**config.mk**
```make
export PLATFORM = sky130hd
export DESIGN_NAME = smbus_pec_unit
export DESIGN_NICKNAME = d
export VERILOG_FILES = /design/src/rtl/smb_pec_pkg.sv /design/src/rtl/pec_cfg_lock.sv /design/src/rtl/pec_crc_core.sv /design/src/rtl/pec_slot_tracker.sv /design/src/rtl/smbus_pec_unit.sv
export SDC_FILE = /design/constraint.sdc
export NUM_CORES = 1
export LEC_CHECK = 0
export CORE_MARGIN = 4
export CORE_UTILIZATION = 54
export CTS_CLUSTER_SIZE = 10
export DETAILED_ROUTE_END_ITERATION = 8
export PLACE_DENSITY = 0.86
export SYNTH_ARGS = -nofsm -noshare
export SYNTH_HDL_FRONTEND = slang
export SYNTH_SLANG_ARGS = --single-unit
```
**constraint.sdc**
```tcl
create_clock -name clk -period 3.1 [get_ports clk]
set_input_delay 0.62 -clock clk [delete_from_list [all_inputs] [get_ports clk]]
set_output_delay 0.62 -clock clk [all_outputs]
set_load 0.01 [all_outputs]
```
**src/rtl/smb_pec_pkg.sv**
```systemverilog
package smb_pec_pkg;
  localparam int BYTE_W   = 8;
  localparam int CODE_W   = 8;
  localparam logic [CODE_W-1:0] GEN_POLY = 8'h07;
  localparam int DEF_CNT_W = 8;

  typedef enum logic [1:0] {
    PH_ADDR = 2'd0,
    PH_DATA = 2'd1,
    PH_DONE = 2'd2
  } msg_phase_e;
endpackage

```
**src/rtl/pec_cfg_lock.sv**
```systemverilog
module pec_cfg_lock (
  input  logic clk,
  input  logic rst,
  input  logic periph_en_i,
  input  logic pec_en_req_i,
  output logic pec_en_o
);
  logic en_q;

  always_ff @(posedge clk) begin
    if (rst)               en_q <= 1'b0;
    else if (!periph_en_i) en_q <= pec_en_req_i;
  end

  assign pec_en_o = en_q;

  AST_CFG_LOCKED: assert property (@(posedge clk) disable iff (rst)
    $past(periph_en_i && !rst) |-> $stable(en_q));
endmodule

```
**src/rtl/pec_crc_core.sv**
```systemverilog
module pec_crc_core #(
  parameter int CODE_W = 8,
  parameter int DAT_W  = 8,
  parameter logic [CODE_W-1:0] POLY = 8'h07
) (
  input  logic              clk,
  input  logic              rst,
  input  logic              en_i,
  input  logic              start_i,
  input  logic              vld_i,
  input  logic [DAT_W-1:0]  dat_i,
  output logic [CODE_W-1:0] crc_o,
  output logic [CODE_W-1:0] crc_next_o
);
  localparam logic [CODE_W-1:0] ZERO = '0;

  logic [CODE_W-1:0] crc_q;
  logic [CODE_W-1:0] acc;
  logic              fb;

  always_comb begin
    acc = crc_q;
    fb  = 1'b0;
    for (int i = DAT_W-1; i >= 0; i--) begin
      fb  = acc[CODE_W-1] ^ dat_i[i];
      acc = {acc[CODE_W-2:0], 1'b0};
      if (fb) acc = acc ^ POLY;
    end
    crc_next_o = acc;
  end

  always_ff @(posedge clk) begin
    if (rst || !en_i || start_i) crc_q <= ZERO;
    else if (vld_i)              crc_q <= crc_next_o;
  end

  assign crc_o = crc_q;

  AST_START_CLEARS: assert property (@(posedge clk) disable iff (rst)
    $past(start_i && !rst) |-> (crc_q == ZERO));
  AST_IDLE_HOLDS: assert property (@(posedge clk) disable iff (rst)
    $past(!vld_i && !start_i && en_i && !rst) |-> $stable(crc_q));
endmodule

```
**src/rtl/pec_slot_tracker.sv**
```systemverilog
module pec_slot_tracker
  import smb_pec_pkg::*;
#(
  parameter int CNT_W = 8
) (
  input  logic             clk,
  input  logic             rst,
  input  logic             en_i,
  input  logic             start_i,
  input  logic             vld_i,
  input  logic [CNT_W-1:0] byte_cnt_i,
  input  logic             reload_i,
  input  logic             xfer_i,
  output logic             send_o,
  output logic             pec_byte_o
);
  localparam logic [CNT_W-1:0] ONE  = {{(CNT_W-1){1'b0}}, 1'b1};
  localparam logic [CNT_W-1:0] ZERO = '0;
  localparam logic [CNT_W-1:0] SAT  = '1;

  msg_phase_e       phase_q, phase_n;
  logic [CNT_W-1:0] dcnt_q, dcnt_n;
  logic             send_q, send_n;
  logic [CNT_W-1:0] last_idx;

  assign last_idx   = byte_cnt_i - ONE;
  assign pec_byte_o = en_i && !start_i && vld_i && send_q;

  always_comb begin
    phase_n = phase_q;
    dcnt_n  = dcnt_q;
    if (!en_i || start_i) begin
      phase_n = PH_ADDR;
      dcnt_n  = ZERO;
    end else if (vld_i) begin
      case (phase_q)
        PH_ADDR: phase_n = PH_DATA;
        PH_DATA: begin
          if (send_q)              phase_n = PH_DONE;
          else if (dcnt_q != SAT)  dcnt_n  = dcnt_q + ONE;
        end
        default: phase_n = PH_DONE;
      endcase
    end
    send_n = en_i && xfer_i && !reload_i && (byte_cnt_i != ZERO) &&
             (phase_n == PH_DATA) && (dcnt_n == last_idx);
  end

  always_ff @(posedge clk) begin
    if (rst) begin
      phase_q <= PH_ADDR;
      dcnt_q  <= ZERO;
      send_q  <= 1'b0;
    end else begin
      phase_q <= phase_n;
      dcnt_q  <= dcnt_n;
      send_q  <= send_n;
    end
  end

  assign send_o = send_q;

  AST_ONE_CODE_BYTE: assert property (@(posedge clk) disable iff (rst)
    $past(pec_byte_o && !rst) |-> !send_q);
  AST_NO_SEND_ON_RELOAD: assert property (@(posedge clk) disable iff (rst)
    $past(reload_i && !rst) |-> !send_q);
  AST_NO_SEND_AFTER_START: assert property (@(posedge clk) disable iff (rst)
    $past(start_i && !rst) |-> !send_q);
endmodule

```
**src/rtl/smbus_pec_unit.sv**
```systemverilog
module smbus_pec_unit
  import smb_pec_pkg::*;
#(
  parameter int CNT_W = DEF_CNT_W
) (
  input  logic             clk,
  input  logic             rst,
  input  logic             periph_en_i,
  input  logic             pec_en_req_i,
  input  logic             rx_mode_i,
  input  logic             reload_i,
  input  logic             pec_xfer_i,
  input  logic [CNT_W-1:0] byte_cnt_i,
  input  logic             start_i,
  input  logic             byte_vld_i,
  input  logic [7:0]       byte_dat_i,
  input  logic             err_clr_i,
  output logic [7:0]       crc_o,
  output logic             pec_send_o,
  output logic             pec_err_o,
  output logic             pec_en_o
);
  localparam logic [CODE_W-1:0] ZERO = '0;

  logic              pec_en;
  logic [CODE_W-1:0] crc_next;
  logic              pec_byte;
  logic              err_q;

  pec_cfg_lock u_cfg (
    .clk          (clk),
    .rst          (rst),
    .periph_en_i  (periph_en_i),
    .pec_en_req_i (pec_en_req_i),
    .pec_en_o     (pec_en)
  );

  pec_crc_core #(
    .CODE_W (CODE_W),
    .DAT_W  (BYTE_W),
    .POLY   (GEN_POLY)
  ) u_crc (
    .clk        (clk),
    .rst        (rst),
    .en_i       (pec_en),
    .start_i    (start_i),
    .vld_i      (byte_vld_i),
    .dat_i      (byte_dat_i),
    .crc_o      (crc_o),
    .crc_next_o (crc_next)
  );

  pec_slot_tracker #(
    .CNT_W (CNT_W)
  ) u_slot (
    .clk        (clk),
    .rst        (rst),
    .en_i       (pec_en),
    .start_i    (start_i),
    .vld_i      (byte_vld_i),
    .byte_cnt_i (byte_cnt_i),
    .reload_i   (reload_i),
    .xfer_i     (pec_xfer_i),
    .send_o     (pec_send_o),
    .pec_byte_o (pec_byte)
  );

  always_ff @(posedge clk) begin
    if (rst)                                          err_q <= 1'b0;
    else if (pec_byte && rx_mode_i && crc_next != ZERO) err_q <= 1'b1;
    else if (err_clr_i)                               err_q <= 1'b0;
  end

  assign pec_err_o = err_q;
  assign pec_en_o  = pec_en;

  AST_ERR_STICKY: assert property (@(posedge clk) disable iff (rst)
    $past(err_q && !err_clr_i && !rst) |-> err_q);
  AST_DISABLED_QUIET: assert property (@(posedge clk) disable iff (rst)
    $past(!pec_en && !rst) |-> (crc_o == ZERO && !pec_send_o));
  AST_ERR_NEEDS_RX: assert property (@(posedge clk) disable iff (rst)
    $past(!rst && !err_q && !rx_mode_i) |-> !err_q);
endmodule

```
==> flow_metrics.tcl <==
set metrics [dict create \
    io_buffers 36 \
    cts_root_buffer "clkbuf_4" \
    hold_viol_final 0 \
    ys_ff_latch 21 \
    max_freq_ghz 0.374 \
    combPwrFrac 0.271 \
    avgViaCountPerCell 6.07 \
    drt_wl_total_mm 3.93 \
    cts_tree "built" \
    ios 37 \
    die_w_um 62.1 \
    post_cts_resized 0 \
    cts.path.max_buffers 2 \
    cts_made_buffers 3 \
    gp_congestion 0.839 \
    end_kind "flop" \
    syn-instance-count 188 \
    ys_dominant_reg_cell "dfxtp_1" \
    min_path_type "reg2reg" \
    ir_drop_uv 280 \
    final_nets 255 \
    holdPathStages 2 \
    clkPwrFrac 0.244 \
    drtIter0Drc 66 \
    tightest_slew_ns 0.594 \
    max_slew_margin 0.601 \
    fp.dieH_um 62.1 \
    cts.sinks 21 \
    core-area_um2 2780 \
    final.setup.tns_ns 0 \
    status "finished, final reports clean" \
    crit_fanout 6 \
    die-area_um2 3860 \
    grt_usage 0.208 \
    cts_max_level 1 \
    antenna_found_initial 0 \
    cp.arrival_ns 2.89 \
    maxCapViolCount 0 \
    syn_area_um2 1580 \
    required_ns 3.32 \
    switchingPower_w 0.000163 \
    pwr-share-seq 0.485 \
    synth_area_per_cell_um2 8.41 \
    start_kind "primary input" \
    clkTransAtPathRegs_ns 0.11 \
    grt_pass1_wl_mm 5.91 \
    synthArstFlopShare 0 \
    critical_path_class "in2reg" \
    finalCritPeriodShare 0.863 \
    fin_skew_ns 0.0137 \
    grt_max_degree 17 \
    fin_crit_ns 2.67 \
    rows 19 \
    drive_gt1_frac 0.0622 \
    finalSetupViolCount 0 \
    rr_worst_depth 7 \
    wl_per_cell_um 15.3 \
    switching_share 0.287 \
    initial_core_util 0.568 \
    vias 1555 \
    diodes 0 \
    synth_nets 217 \
    p_leak_nw 0.687 \
    grt_overflow 0 \
    clk-insertion-delay-late_ns 0.31 \
    synth_edf_count 0 \
    drtAntennaViolNets 0 \
    synth_top_area_cell "dfxtp_1" \
    drv_slew 0 \
    drc 0 \
    drt-pass1-iter-count 5 \
    instances_no_fill 256 \
    yosysUniqueCellTypes 52 \
    grt_setup_unrepaired "no" \
    p_per_area_nw_per_um2 282 \
    placed_cells 252 \
    synthToLayoutAreaGrowth_pct 26.8 \
    p_int_w 0.000403 \
    synth_area_leaders "dfxtp_1 (27%), xnor2_1 (12%), xor2_1 (7.2%)" \
    dp_hpwl_mm 3.19 \
    grt_pass1_vias 1425 \
    post_cts_buffers 0 \
    synth_seq_area_share 0.266 \
    yosys_warnings 0 \
    cts_hold_buffers 0 \
    synth_top_area_share 0.266 \
]
==> layout make-up <==
| class | count | area, um2 |
|---|---|---|
| well taps | 31 | 38.8 |
| inverters | 3 | 11.3 |
| flip-flops and latches | 21 | 420 |
| repair buffers | 40 | 390 |
| clock buffers | 4 | 26.3 |
| fillers | 220 | 778 |
| multi-input cells | 157 | 1120 |
==> metal layers <==
layer	vias to the layer above	GRT usage	share of wire
met4	0	0.112	0.032
met2	59	0.407	0.53
met3	12	0.0248	0.062
met1	738	0.208	0.37
li1	746	-	-
met5	-	0	0
==> flip-flops by register name, summed over array words and instances, names as in the netlist <==
signal          flops
pec_err_o           1
u_cfg.pec_en_o      1
u_crc.crc_o         8
u_slot.dcnt_q       8
u_slot.phase_q      2
u_slot.send_o       1
==> worst paths after layout <==
| kind | start | endpoint | slack, ns |
|---|---|---|---|
| max | byte_cnt_i[1] | u_slot.send_o | 0.43 |
| min | u_slot.phase_q[1] | u_slot.phase_q[1] | 0.52 |
| max reg2reg | u_slot.dcnt_q[0] | u_slot.send_o | 0.79 |
| min reg2reg | u_slot.phase_q[1] | u_slot.phase_q[1] | 0.52 |
==> synthesized netlist by cell type, types with 2 or more instances <==
cell type / count
a211oi_1: 5
a21boi_0: 2
a21oi_1: 6
and2_1: 2
and3_1: 2
clkbuf_1: 4
dfxtp_1: 21
ha_1: 3
inv_1: 3
mux2i_1: 6
nand2_1: 14
nand2b_1: 3
nand3_1: 8
nand4_1: 2
nor2_1: 24
nor2b_1: 4
nor3_1: 5
nor4_1: 2
o21ai_0: 2
o31ai_1: 3
or3_1: 3
or4_1: 2
xnor2_1: 21
xor2_1: 13
==> critical path: stages <==
cell,delay (ns)
clkdlybuf4s50_1,0.52
inv_1,0.07
ha_1,0.25
xnor2_1,0.19
or3_1,0.40
a2111oi_2,0.39
o22ai_1,0.17
nor4_2,0.29
==> cells by family after synthesis <==
family                     count (synthesis)  share of synthesized area
adders and majority gates                  3                     0.0238
xor gates and xnor gates                  35                      0.203
AOI/OAI and AO/OA                         33                      0.166
buffers and inverters                     10                     0.0277
DFF                                       21                      0.266
muxes                                      8                     0.0523
and+or+nand+nor                           78                      0.261
==> power groups by stage <==
stage,Clock [W],Sequential [W],Combinational (W)
after floorplan,0,0.000281,0.0000902
after global routing,0.000153,0.000275,0.000166
after CTS,0.000138,0.000274,0.000153
final,0.000138,0.000274,0.000153
after global placement,0,0.000280,0.000147
after detailed placement,0,0.000280,0.000152
==> layout by cell type (no fill, tap or decap), types with 2 or more instances in the layout <==
cell / synthesis / routed
xnor2_1: 21 / 21
a21boi_0: 2 / 2
dfxtp_1: 21 / 21
or3_1: 3 / 3
xor2_1: 13 / 13
nor3_1: 5 / 5
a21oi_1: 6 / 6
clkbuf_4: 0 / 3
nand4_1: 2 / 2
o21ai_0: 2 / 2
inv_1: 3 / 3
buf_4: 1 / 4
nand3_1: 8 / 8
or4_1: 2 / 2
nand2b_1: 3 / 3
nand2_1: 14 / 14
nor2_1: 24 / 24
mux2i_1: 6 / 6
a211oi_1: 5 / 5
nor2b_1: 4 / 4
clkdlybuf4s50_1: 0 / 36
o31ai_1: 3 / 3
ha_1: 3 / 3
nor4_1: 2 / 2
and2_1: 2 / 2
and3_1: 2 / 2
==> stage by stage <==
step                      setup WS, ns  power (W)  cell area [um2]   util  hold WS, ns
after floorplan                  0.854   0.000371             1580      -        0.463
after global placement           0.305   0.000427             1980  0.711        0.487
after detailed placement         0.121   0.000432             1980  0.711        0.499
after CTS                        0.450   0.000565             2000  0.720        0.513
after global routing             0.311   0.000593             2000  0.720        0.548
final                            0.426   0.000566             2000  0.720        0.517
Note: power is estimated with default switching activity, not from simulation.
